**src/rtl/mbrf_pkg.sv**
```systemverilog
package mbrf_pkg;
    localparam int DATA_W = 32;
    localparam int IDX_W  = 4;
    localparam int MODE_W = 5;

    localparam logic [MODE_W-1:0] MODE_USR = 5'b10000;
    localparam logic [MODE_W-1:0] MODE_FIQ = 5'b10001;
    localparam logic [MODE_W-1:0] MODE_IRQ = 5'b10010;
    localparam logic [MODE_W-1:0] MODE_SVC = 5'b10011;
    localparam logic [MODE_W-1:0] MODE_ABT = 5'b10111;
    localparam logic [MODE_W-1:0] MODE_HYP = 5'b11010;
    localparam logic [MODE_W-1:0] MODE_UND = 5'b11011;
    localparam logic [MODE_W-1:0] MODE_SYS = 5'b11111;

    localparam int N_LOW  = 8;
    localparam int N_HIGH = 5;
    localparam int N_SP   = 7;
    localparam int N_LR   = 6;

    localparam int BASE_HIGH_SHR = N_LOW;
    localparam int BASE_HIGH_FIQ = BASE_HIGH_SHR + N_HIGH;
    localparam int BASE_SP       = BASE_HIGH_FIQ + N_HIGH;
    localparam int BASE_LR       = BASE_SP + N_SP;
    localparam int N_PHYS        = BASE_LR + N_LR;
    localparam int PHYS_W        = $clog2(N_PHYS);
    localparam int SLOT_W        = 3;

    localparam logic [IDX_W-1:0] SP_IDX = 4'd13;
    localparam logic [IDX_W-1:0] LR_IDX = 4'd14;
    localparam logic [IDX_W-1:0] PC_IDX = 4'd15;
endpackage

```
**src/rtl/mbrf_bank_map.sv**
```systemverilog
module mbrf_bank_map
    import mbrf_pkg::*;
(
    input  logic [MODE_W-1:0] mode_i,
    input  logic [IDX_W-1:0]  idx_i,
    output logic [PHYS_W-1:0] phys_o,
    output logic              hit_o,
    output logic              pc_o,
    output logic              mode_ok_o
);
    logic              is_fiq;
    logic [SLOT_W-1:0] sp_slot;
    logic [SLOT_W-1:0] lr_slot;

    // mode decode: private slot numbers for the stack and link copies
    always_comb begin
        mode_ok_o = 1'b1;
        is_fiq    = 1'b0;
        sp_slot   = '0;
        lr_slot   = '0;
        case (mode_i)
            MODE_USR, MODE_SYS: ;
            MODE_FIQ: begin is_fiq = 1'b1; sp_slot = 3'd1; lr_slot = 3'd1; end
            MODE_IRQ: begin sp_slot = 3'd2; lr_slot = 3'd2; end
            MODE_SVC: begin sp_slot = 3'd3; lr_slot = 3'd3; end
            MODE_ABT: begin sp_slot = 3'd4; lr_slot = 3'd4; end
            MODE_HYP: begin sp_slot = 3'd5; lr_slot = 3'd0; end
            MODE_UND: begin sp_slot = 3'd6; lr_slot = 3'd5; end
            default:  mode_ok_o = 1'b0;
        endcase
    end

    // index group decode
    always_comb begin
        pc_o   = (idx_i == PC_IDX);
        hit_o  = 1'b0;
        phys_o = '0;
        if (idx_i < IDX_W'(N_LOW)) begin
            hit_o  = 1'b1;
            phys_o = PHYS_W'(idx_i);
        end else if (idx_i < SP_IDX) begin
            hit_o  = mode_ok_o;
            phys_o = PHYS_W'(is_fiq ? BASE_HIGH_FIQ : BASE_HIGH_SHR)
                   + PHYS_W'(idx_i - IDX_W'(N_LOW));
        end else if (idx_i == SP_IDX) begin
            hit_o  = mode_ok_o;
            phys_o = PHYS_W'(BASE_SP) + PHYS_W'(sp_slot);
        end else if (idx_i == LR_IDX) begin
            hit_o  = mode_ok_o;
            phys_o = PHYS_W'(BASE_LR) + PHYS_W'(lr_slot);
        end
    end
endmodule

```
**src/rtl/mbrf_store.sv**
```systemverilog
module mbrf_store
    import mbrf_pkg::*;
#(
    parameter int W     = DATA_W,
    parameter int DEPTH = N_PHYS,
    parameter int AW    = PHYS_W
) (
    input  logic          clk,
    input  logic          rst_n,
    input  logic          we_i,
    input  logic [AW-1:0] waddr_i,
    input  logic [W-1:0]  wdata_i,
    input  logic [AW-1:0] raddr_a_i,
    input  logic [AW-1:0] raddr_b_i,
    output logic [W-1:0]  rdata_a_o,
    output logic [W-1:0]  rdata_b_o
);
    typedef struct packed {
        logic [DEPTH-1:0][W-1:0] ent;
    } store_t;

    store_t st_d, st_q;

    always_comb begin
        st_d = st_q;
        if (we_i && (waddr_i < AW'(DEPTH))) begin
            st_d.ent[waddr_i] = wdata_i;
        end
    end

    always_ff @(posedge clk or negedge rst_n) begin
        if (!rst_n) st_q <= '0;
        else        st_q <= st_d;
    end

    // reads see the registered contents: old value during a write
    assign rdata_a_o = (raddr_a_i < AW'(DEPTH)) ? st_q.ent[raddr_a_i] : '0;
    assign rdata_b_o = (raddr_b_i < AW'(DEPTH)) ? st_q.ent[raddr_b_i] : '0;
endmodule

```
**src/rtl/mbrf_pc_unit.sv**
```systemverilog
module mbrf_pc_unit
    import mbrf_pkg::*;
#(
    parameter int W = DATA_W
) (
    input  logic         clk,
    input  logic         rst_n,
    input  logic         pc_we_i,
    input  logic [W-1:0] wdata_i,
    output logic         branch_o,
    output logic [W-1:0] target_o,
    output logic         tflag_o
);
    typedef struct packed {
        logic         branch;
        logic [W-1:0] target;
        logic         tflag;
    } pc_st_t;

    pc_st_t pc_d, pc_q;

    always_comb begin
        pc_d        = pc_q;
        pc_d.branch = 1'b0;
        if (pc_we_i) begin
            pc_d.branch = 1'b1;
            pc_d.tflag  = wdata_i[0];
            pc_d.target = wdata_i[0] ? (wdata_i & ~W'(1)) : (wdata_i & ~W'(3));
        end
    end

    always_ff @(posedge clk or negedge rst_n) begin
        if (!rst_n) pc_q <= '0;
        else        pc_q <= pc_d;
    end

    assign branch_o = pc_q.branch;
    assign target_o = pc_q.target;
    assign tflag_o  = pc_q.tflag;
endmodule

```
**src/rtl/mode_bank_regfile.sv**
```systemverilog
module mode_bank_regfile
    import mbrf_pkg::*;
(
    input  logic              clk,
    input  logic              rst_n,
    input  logic [MODE_W-1:0] mode_i,
    input  logic [DATA_W-1:0] cur_pc_i,
    input  logic [IDX_W-1:0]  ra_idx_i,
    output logic [DATA_W-1:0] ra_data_o,
    input  logic [IDX_W-1:0]  rb_idx_i,
    output logic [DATA_W-1:0] rb_data_o,
    input  logic              we_i,
    input  logic [IDX_W-1:0]  wr_idx_i,
    input  logic [DATA_W-1:0] wr_data_i,
    output logic              mode_err_o,
    output logic              branch_o,
    output logic [DATA_W-1:0] branch_target_o,
    output logic              tflag_o
);
    localparam int NPORT = 3;

    logic [NPORT-1:0][IDX_W-1:0]  p_idx;
    logic [NPORT-1:0][PHYS_W-1:0] p_phys;
    logic [NPORT-1:0]             p_hit;
    logic [NPORT-1:0]             p_pc;
    logic [NPORT-1:0]             p_ok;

    assign p_idx[0] = ra_idx_i;
    assign p_idx[1] = rb_idx_i;
    assign p_idx[2] = wr_idx_i;

    for (genvar g = 0; g < NPORT; g++) begin : g_map
        mbrf_bank_map map_i (
            .mode_i   (mode_i),
            .idx_i    (p_idx[g]),
            .phys_o   (p_phys[g]),
            .hit_o    (p_hit[g]),
            .pc_o     (p_pc[g]),
            .mode_ok_o(p_ok[g])
        );
    end

    logic              st_we;
    logic              pc_we;
    logic [DATA_W-1:0] st_a, st_b;

    assign st_we      = we_i && p_ok[2] && p_hit[2];
    assign pc_we      = we_i && p_ok[2] && p_pc[2];
    assign mode_err_o = !p_ok[2];

    mbrf_store store_i (
        .clk      (clk),
        .rst_n    (rst_n),
        .we_i     (st_we),
        .waddr_i  (p_phys[2]),
        .wdata_i  (wr_data_i),
        .raddr_a_i(p_phys[0]),
        .raddr_b_i(p_phys[1]),
        .rdata_a_o(st_a),
        .rdata_b_o(st_b)
    );

    mbrf_pc_unit pc_i (
        .clk     (clk),
        .rst_n   (rst_n),
        .pc_we_i (pc_we),
        .wdata_i (wr_data_i),
        .branch_o(branch_o),
        .target_o(branch_target_o),
        .tflag_o (tflag_o)
    );

    assign ra_data_o = p_pc[0] ? cur_pc_i : (p_hit[0] ? st_a : '0);
    assign rb_data_o = p_pc[1] ? cur_pc_i : (p_hit[1] ? st_b : '0);
endmodule

```
**config.mk**
```make
export PLATFORM = sky130hd
export DESIGN_NAME = mode_bank_regfile
export DESIGN_NICKNAME = d
export VERILOG_FILES = /design/src/rtl/mbrf_pkg.sv /design/src/rtl/mbrf_bank_map.sv /design/src/rtl/mbrf_store.sv /design/src/rtl/mbrf_pc_unit.sv /design/src/rtl/mode_bank_regfile.sv
export SDC_FILE = /design/constraint.sdc
export NUM_CORES = 2
export LEC_CHECK = 0
export BUFFER_PORTS_ARGS = -buffer_cell sky130_fd_sc_hd__buf_2
export CAP_MARGIN = 20
export CORE_MARGIN = 8
export CORE_UTILIZATION = 40
export CTS_BUF_LIST = sky130_fd_sc_hd__clkbuf_2
export DETAILED_ROUTE_END_ITERATION = 12
export SETUP_SLACK_MARGIN = 0.5
export SYNTH_ARGS = -nofsm -noshare
export SYNTH_HDL_FRONTEND = slang
export SYNTH_SLANG_ARGS = --single-unit
```
**constraint.sdc**
```tcl
create_clock -name clk -period 10.2 [get_ports clk]
set_input_delay 1.53 -clock clk [delete_from_list [all_inputs] [get_ports clk]]
set_output_delay 1.53 -clock clk [all_outputs]
set_load 0.02 [all_outputs]
```
Yosys cells after proc, flatten, opt, wreduce, memory -nomap -nowiden. Index checks and enable logic that the tools add are counted.

Bits in registers: 1026. Bits in latches: 0. Memory bits (writable): 0. ROM bits: 0. Input port bits: 84. Output and inout port bits: 99. Logic and storage cells: 123. Memories: 0.

$add $sub $neg: 8. Multiply operators: 0. Div/mod/pow operators: 0. Order comparisons: 13. Eq/ne operators: 17. Shifts and indexed selects: 0. Multiplexer cells: 44. Bitwise gates (word level): 0. Reduce and logical (&&, ||, !) cells: 7.

Operators by type and width (count): $bwmux W992 (1); $bmux W32 S5 (2); $mux W32 (9); $demux W32 S5 (1); $mux W5 (12); $eq A5 B5 Y1 const B (8); $eq A4 B4 Y1 const B (9); $mux W34 (1); $lt A4 B4 Y1 const B (6); $lt A5 B6 Y1 const B (3); $pmux W3 S6 (1); $lt A5 B5 Y1 const B (3); $pmux W3 S5 (1); $sub A4 B4 Y5 const B (3); $mux W1 (14); $add A5 B5 Y5 (2); $reduce_or A8 Y1 (1); $add A4 B4 Y5 const A (1); $add A4 B5 Y5 (1); $add A5 B3 Y5 const A (1); $ge A5 B1 Y1 const B (1); $logic_and A1 B1 Y1 (5); $mux W3 (1); $mux W2 (1); $logic_not A1 Y1 (1).

Depth between registers and ports, before layout.
Depth after elaboration: 12. Depth in mapped cells: 18. Mapped depth without buffers: 13.

Modules after synthesis. Synthesis repeated with hierarchy kept, for this count alone.

Cells, all modules: 4177. Area total of the unflattened synthesis: 57387.5 µm².

By module, submodules not included: mbrf_store (instances 1, cells each 3814, area an instance 53905.4 µm², sequential area each 24823.8 µm²); mbrf_pc_unit (instances 1, cells each 73, area an instance 1376.3 µm², sequential area each 825.8 µm²); mbrf_bank_map (instances 3, cells each 67, area an instance 456.7 µm², sequential area each 0.0 µm²); mode_bank_regfile (instances 1, cells each 89, area an instance 735.7 µm², sequential area each 0.0 µm²).

Worst setup path before layout. OpenSTA, ideal clock, no wires.

Kind: input to output. Start point: input mode_i[0]. End point: output ra_data_o[29]. Arrival: 4840 ps. Data required time: 8670 ps. Slack: 3830 ps. Stages: 14. Buffers on the path: 4. Path through: buf_2 > nor2b_1 > nand2_1 > nor2_1 > ha_1 > a31oi_1 > and3_1 > clkbuf_1 > buf_2 > buf_1 > nand2_1 > a311oi_1 > a31oi_1 > o311ai_0.

Longest elaborated chain between the ends: 12. Elaborated cells on any way between the ends: 31. Those cells by class: add/sub (3); order compare (1); eq/ne (8); mux (18); reduce/logical (1).

RTL lines: start, declared (RTL line mode_bank_regfile.sv:6) `input logic [MODE_W-1:0] mode_i,`; $eq A5 B5 Y1 (RTL line mbrf_bank_map.sv:21) `case (mode_i)`; $pmux W3 S5 (RTL line mbrf_bank_map.sv:21); $add A4 B4 Y5 (RTL line mbrf_bank_map.sv:50) `phys_o = PHYS_W'(BASE_LR) + PHYS_W'(lr_slot);`; $mux W5 (RTL line mbrf_bank_map.sv:48) `end else if (idx_i == LR_IDX) begin`; $mux W5 (RTL line mbrf_bank_map.sv:45) `end else if (idx_i == SP_IDX) begin`; $mux W5 (RTL line mbrf_bank_map.sv:41) `end else if (idx_i < SP_IDX) begin`; $mux W5 (RTL line mbrf_bank_map.sv:38) `if (idx_i < IDX_W'(N_LOW)) begin`; $bmux W32 S5 (RTL line mbrf_store.sv:37) `assign rdata_a_o = (raddr_a_i < AW'(DEPTH)) ? st_q.ent[raddr_a_i] : '0;`; $mux W32 (implied by the code) (RTL line mbrf_store.sv:37); $mux W32 (RTL line mbrf_store.sv:37); $mux W32 * (2 in series) (RTL line mode_bank_regfile.sv:73) `assign ra_data_o = p_pc[0] ? cur_pc_i : (p_hit[0] ? st_a : '0);`; end, declared (RTL line mode_bank_regfile.sv:9) `output logic [DATA_W-1:0] ra_data_o,`.

Every way passes the cells marked *; elsewhere a longest branch is shown, timed or not. The select of a mux whose other input is x is not followed.

Worst setup path in the final report.
Start point: input mode_i[4]. End point: output rb_data_o[20].

Longest elaborated chain between the ends: 12. Elaborated cells on any way between the ends: 31. Those cells by class: add/sub (3); order compare (1); eq/ne (8); mux (18); reduce/logical (1).

RTL lines: $eq A5 B5 Y1 (RTL line mbrf_bank_map.sv:21); $pmux W3 S5 (RTL line mbrf_bank_map.sv:21); $add A4 B4 Y5 (RTL line mbrf_bank_map.sv:50); $mux W5 (RTL line mbrf_bank_map.sv:48); $mux W5 (RTL line mbrf_bank_map.sv:45); $mux W5 (RTL line mbrf_bank_map.sv:41); $mux W5 (RTL line mbrf_bank_map.sv:38); $bmux W32 S5 (RTL line mbrf_store.sv:38) `assign rdata_b_o = (raddr_b_i < AW'(DEPTH)) ? st_q.ent[raddr_b_i] : '0;`; $mux W32 (implied by the code) (RTL line mbrf_store.sv:38); $mux W32 (RTL line mbrf_store.sv:38); $mux W32 * (2 in series) (RTL line mode_bank_regfile.sv:74) `assign rb_data_o = p_pc[1] ? cur_pc_i : (p_hit[1] ? st_b : '0);`; end, declared (RTL line mode_bank_regfile.sv:11) `output logic [DATA_W-1:0] rb_data_o,`.

Marked as above.

==> flow_summary_export.csv <==
group,metric,value,unit
cts,cts_made_buffers,298,
die,floorplan.rows,139,
global_routing,grt_first_pass_wirelength,346.9,mm
sta,setup_viol,0,
drt,avgViaCountPerCell,6.277,
synthesis,synthDistinctLibCells,70,
min_path,timing.hold.worst.class,"primary input to flip-flop",
placement,place_inst,7892,
synthesis,synth-edff-count,0,
cts,postCtsSetupRepairBufs,0,
sta,fmax,117.1,MHz
synthesis,ys_seq_elements,1025,
synthesis,synthFlopType,"sky130_fd_sc_hd__dfrtp_1",
setup_path,critical_path_class,"primary input to output port",
die,io-pin-count,183,
power,worst_ir_drop_vdd,0.09290,mV
drt,antenna_left,0,
global_routing,grt.overflow.total,0,
finish,design_area,62690,µm²
sta,slew_viols_final,0,
global_routing,grt_max_degree,178,
placement,dp_hpwl,136.8,mm
setup_path,cp_top_family,"simple AND/OR/NAND/NOR gates",
power,total_power,10.10,mW
synthesis,postSynthCellCount,6297,
cts,clock_tree.root_cell,"sky130_fd_sc_hd__clkbuf_2",
drt,wl_per_cell,28.66,µm
sta,timing.final.hold_violations,0,
drt,number_of_design_rule_violations_left_by_the_first_detailed_router_iteration,7382,
die,die_width,396.7,µm
sta,final.setup_skew,0,ns
placement,portBuffers,181,
setup_path,slowest_stage,"sky130_fd_sc_hd__a311oi_1",
cts,cts_repair_resize_count,0,
die,chipHeight,396.7,µm
synthesis,yosysMostFrequentCell,"sky130_fd_sc_hd__nand2_1",
finish,number_of_cells_in_the_finished_layout_apart_from_fillers,8383,
sta,setup_total_negative_slack,0,ns
placement,gpl.final_weighted_congestion,0.8834,
setup_path,cp_slowest_stage_delay,0.76,ns
synthesis,post_synth.cell_area_avg,9.208,µm²
finish,drive_above_1_share,28.30,%
cts,clock_tree.htree_level_count,5,
synthesis,sequential_cell_area_fraction_in_the_yosys_report,44.24,%
cts,clock_tree_from_tritoncts,"yes",
finish,synthToLayoutAreaGrowth,8.129,%
die,core-area,143800,µm²
synthesis,synth_top_area_share,44.24,%
placement,dpl-instance-area,60240,µm²
die,floorplan.die_area,157400,µm²
drt,detailed_router_iteration_count_before_antenna_repair,7,
sta,period_needed,8.539,ns
global_routing,grt_pass1_vias,49890,
finish,nets,6387,
setup_path,cp_cell_sequence,"buf_2, nor2b_1, nand2_1, nor2_1, ha_1, ha_1, xnor2_1, a311oi_1, nor2_1, or2_1, o41ai_4, or2_2, buf_4, a211oi_1, a211o_1, buf_2",
drt,drt-total-wl,240.3,mm
cts,cts.sinks,1025,
global_routing,grt_usage,29.37,%
setup_path,startpoint_class,"primary input",
sta,timing_worst_slew_pin_value,1.234,ns
synthesis,netlist.top_cell.by_area,"sky130_fd_sc_hd__dfrtp_1",
synthesis,synth.cell_area,57980,µm²
sta,finalCritPeriodShare,83.72,%
setup_path,crit_fanout,28,
synthesis,synth_async_sr_flop_share,100.0,%
drt,via_count,52620,
outcome,run_status,"finished clean",
synthesis,post_synth_main_area_contributors,"sky130_fd_sc_hd__dfrtp_1 (44%), sky130_fd_sc_hd__mux2_2 (20%), sky130_fd_sc_hd__nand2_1 (11%)",
setup_path,worstPathRequired,8.67,ns
die,initial_core_util,40.31,%
sta,grt_setup_unrepaired,"no",
cts,cts_hold_buf,1,
synthesis,most_instantiated_cells_after_synthesis,"sky130_fd_sc_hd__nand2_1 (1653), sky130_fd_sc_hd__dfrtp_1 (1025), sky130_fd_sc_hd__mux2_2 (1018)",
synthesis,yosysWarningCount,0,
cts,cts.reportedPaths.clkPinSlew,0.11,ns
setup_path,critPathArrivalTime,7.01,ns
power,areal_power_density_over_the_cells,161.0,nW/µm²
sta,slew_headroom,16.89,%
run,max_cap_viol_count,0,
drt,route.detailed.drc,0,
setup_path,timing.critical_path.buf_inv,3,
setup_path,critical_path.endpoint_type,"output port",
power,power_leakage,29.91,nW
global_routing,grt_antenna_before_repair,17,
cts,clockBufferDepth,4,
synthesis,syn_nets,6392,
cts,worstSkewPairLatency,1.64,ns
==> state kept, by name, indices dropped and copies added (netlist names) <==
register / flops
pc_i.tflag_o: 1
pc_i.branch_o: 1
pc_i.target_o: 31
store_i.st_q: 992
==> worst paths after layout <==
check                      slack, ns  depth (start not counted)                             to                     startpoint
setup / recovery                1.66                         16                  rb_data_o[20]                      mode_i[4]
hold reg to reg                 0.48                          2   pc_i.target_o[3]$_DFFE_PN0P_   pc_i.target_o[3]$_DFFE_PN0P_
max in group asynchronous       7.33                          4  store_i.st_q[566]$_DFFE_PN0P_                          rst_n
min in group asynchronous       0.45                          2  store_i.st_q[367]$_DFFE_PN0P_                          rst_n
hold / removal                  0.44                          3  pc_i.target_o[26]$_DFFE_PN0P_                  wr_data_i[26]
setup reg to reg                9.31                          1  store_i.st_q[926]$_DFFE_PN0P_  store_i.st_q[926]$_DFFE_PN0P_
==> report_power, final <==
group | switching, mW | internal (mW) | total (mW)
combinational | 1.51 | 0.784 | 2.29
sequential | 0.328 | 4.50 | 4.82
clock | 1.83 | 1.15 | 2.98
total | 3.67 | 6.43 | 10.1
==> layer usage <==
| layer | GRT usage [%] | vias up | routed length [µm] |
|---|---|---|---|
| li1 | - | 22240 | - |
| met1 | 39.60 | 26150 | 95970 |
| met2 | 41.87 | 3522 | 101000 |
| met3 | 8.730 | 713 | 28700 |
| met4 | 16.63 | 6 | 14510 |
| met5 | 0.2462 | - | 60 |
==> per-stage QoR <==
step                      utilization, %  hold slack, ns  setup slack (ns)
after global placement             41.86          0.4550             1.955
after global routing               43.59          0.2925             1.443
after floorplan                        -          0.4805             3.830
final                              43.59          0.4393             1.661
after detailed placement           41.88          0.4578             1.888
after CTS                          43.55          0.2095             1.904
==> cells in the final DEF (no fill, tap or decap), types with 22 or more instances in the layout <==
cell                        synthesis  routed
sky130_fd_sc_hd__o21ai_0           37      37
sky130_fd_sc_hd__dfrtp_1         1025    1025
sky130_fd_sc_hd__mux2i_1           91      91
sky130_fd_sc_hd__buf_2            138     180
sky130_fd_sc_hd__and2_1            40      36
sky130_fd_sc_hd__clkbuf_2           0     427
sky130_fd_sc_hd__clkinv_1           0      44
sky130_fd_sc_hd__nand3_1          883     880
sky130_fd_sc_hd__a31oi_1           27      26
sky130_fd_sc_hd__buf_4              2      99
sky130_fd_sc_hd__a21oi_1          251     249
sky130_fd_sc_hd__nor3_1            34      32
sky130_fd_sc_hd__a211o_1           59      59
sky130_fd_sc_hd__and3_1            68      64
sky130_fd_sc_hd__nand2_2            0      31
sky130_fd_sc_hd__nand2_1         1653    1620
sky130_fd_sc_hd__o22ai_1           36      36
sky130_fd_sc_hd__a311oi_1          22      22
sky130_fd_sc_hd__a211oi_1         171     171
sky130_fd_sc_hd__mux2_2          1018    1018
sky130_fd_sc_hd__a2111oi_0         33      33
==> cell families after synthesis <==
group                    count (synthesis)  share of synthesized area, %
multiplexers                          1118                         21.58
adder cells (fa/ha/maj)                 11                        0.2374
other                                    1                      0.006468
flip-flops                            1025                         44.24
AO/OA/AOI/OAI                          753                         8.776
buffers and inverters                  620                         4.350
AND/OR/NAND/NOR                       2764                         20.74
XOR/XNOR                                 5                       0.07554
==> area by class of cell <==
class | instances | area, µm²
antenna | 7 | 17.52
clock buffer | 426 | 2132
clock inverter | 55 | 266.5
fill | 14090 | 81140
inverter | 12 | 45.04
multi-input combinational | 4652 | 30110
sequential | 1025 | 25650
tap | 1903 | 2381
timing repair buffer | 303 | 2097
Note: power is estimated with default switching activity, not from simulation.
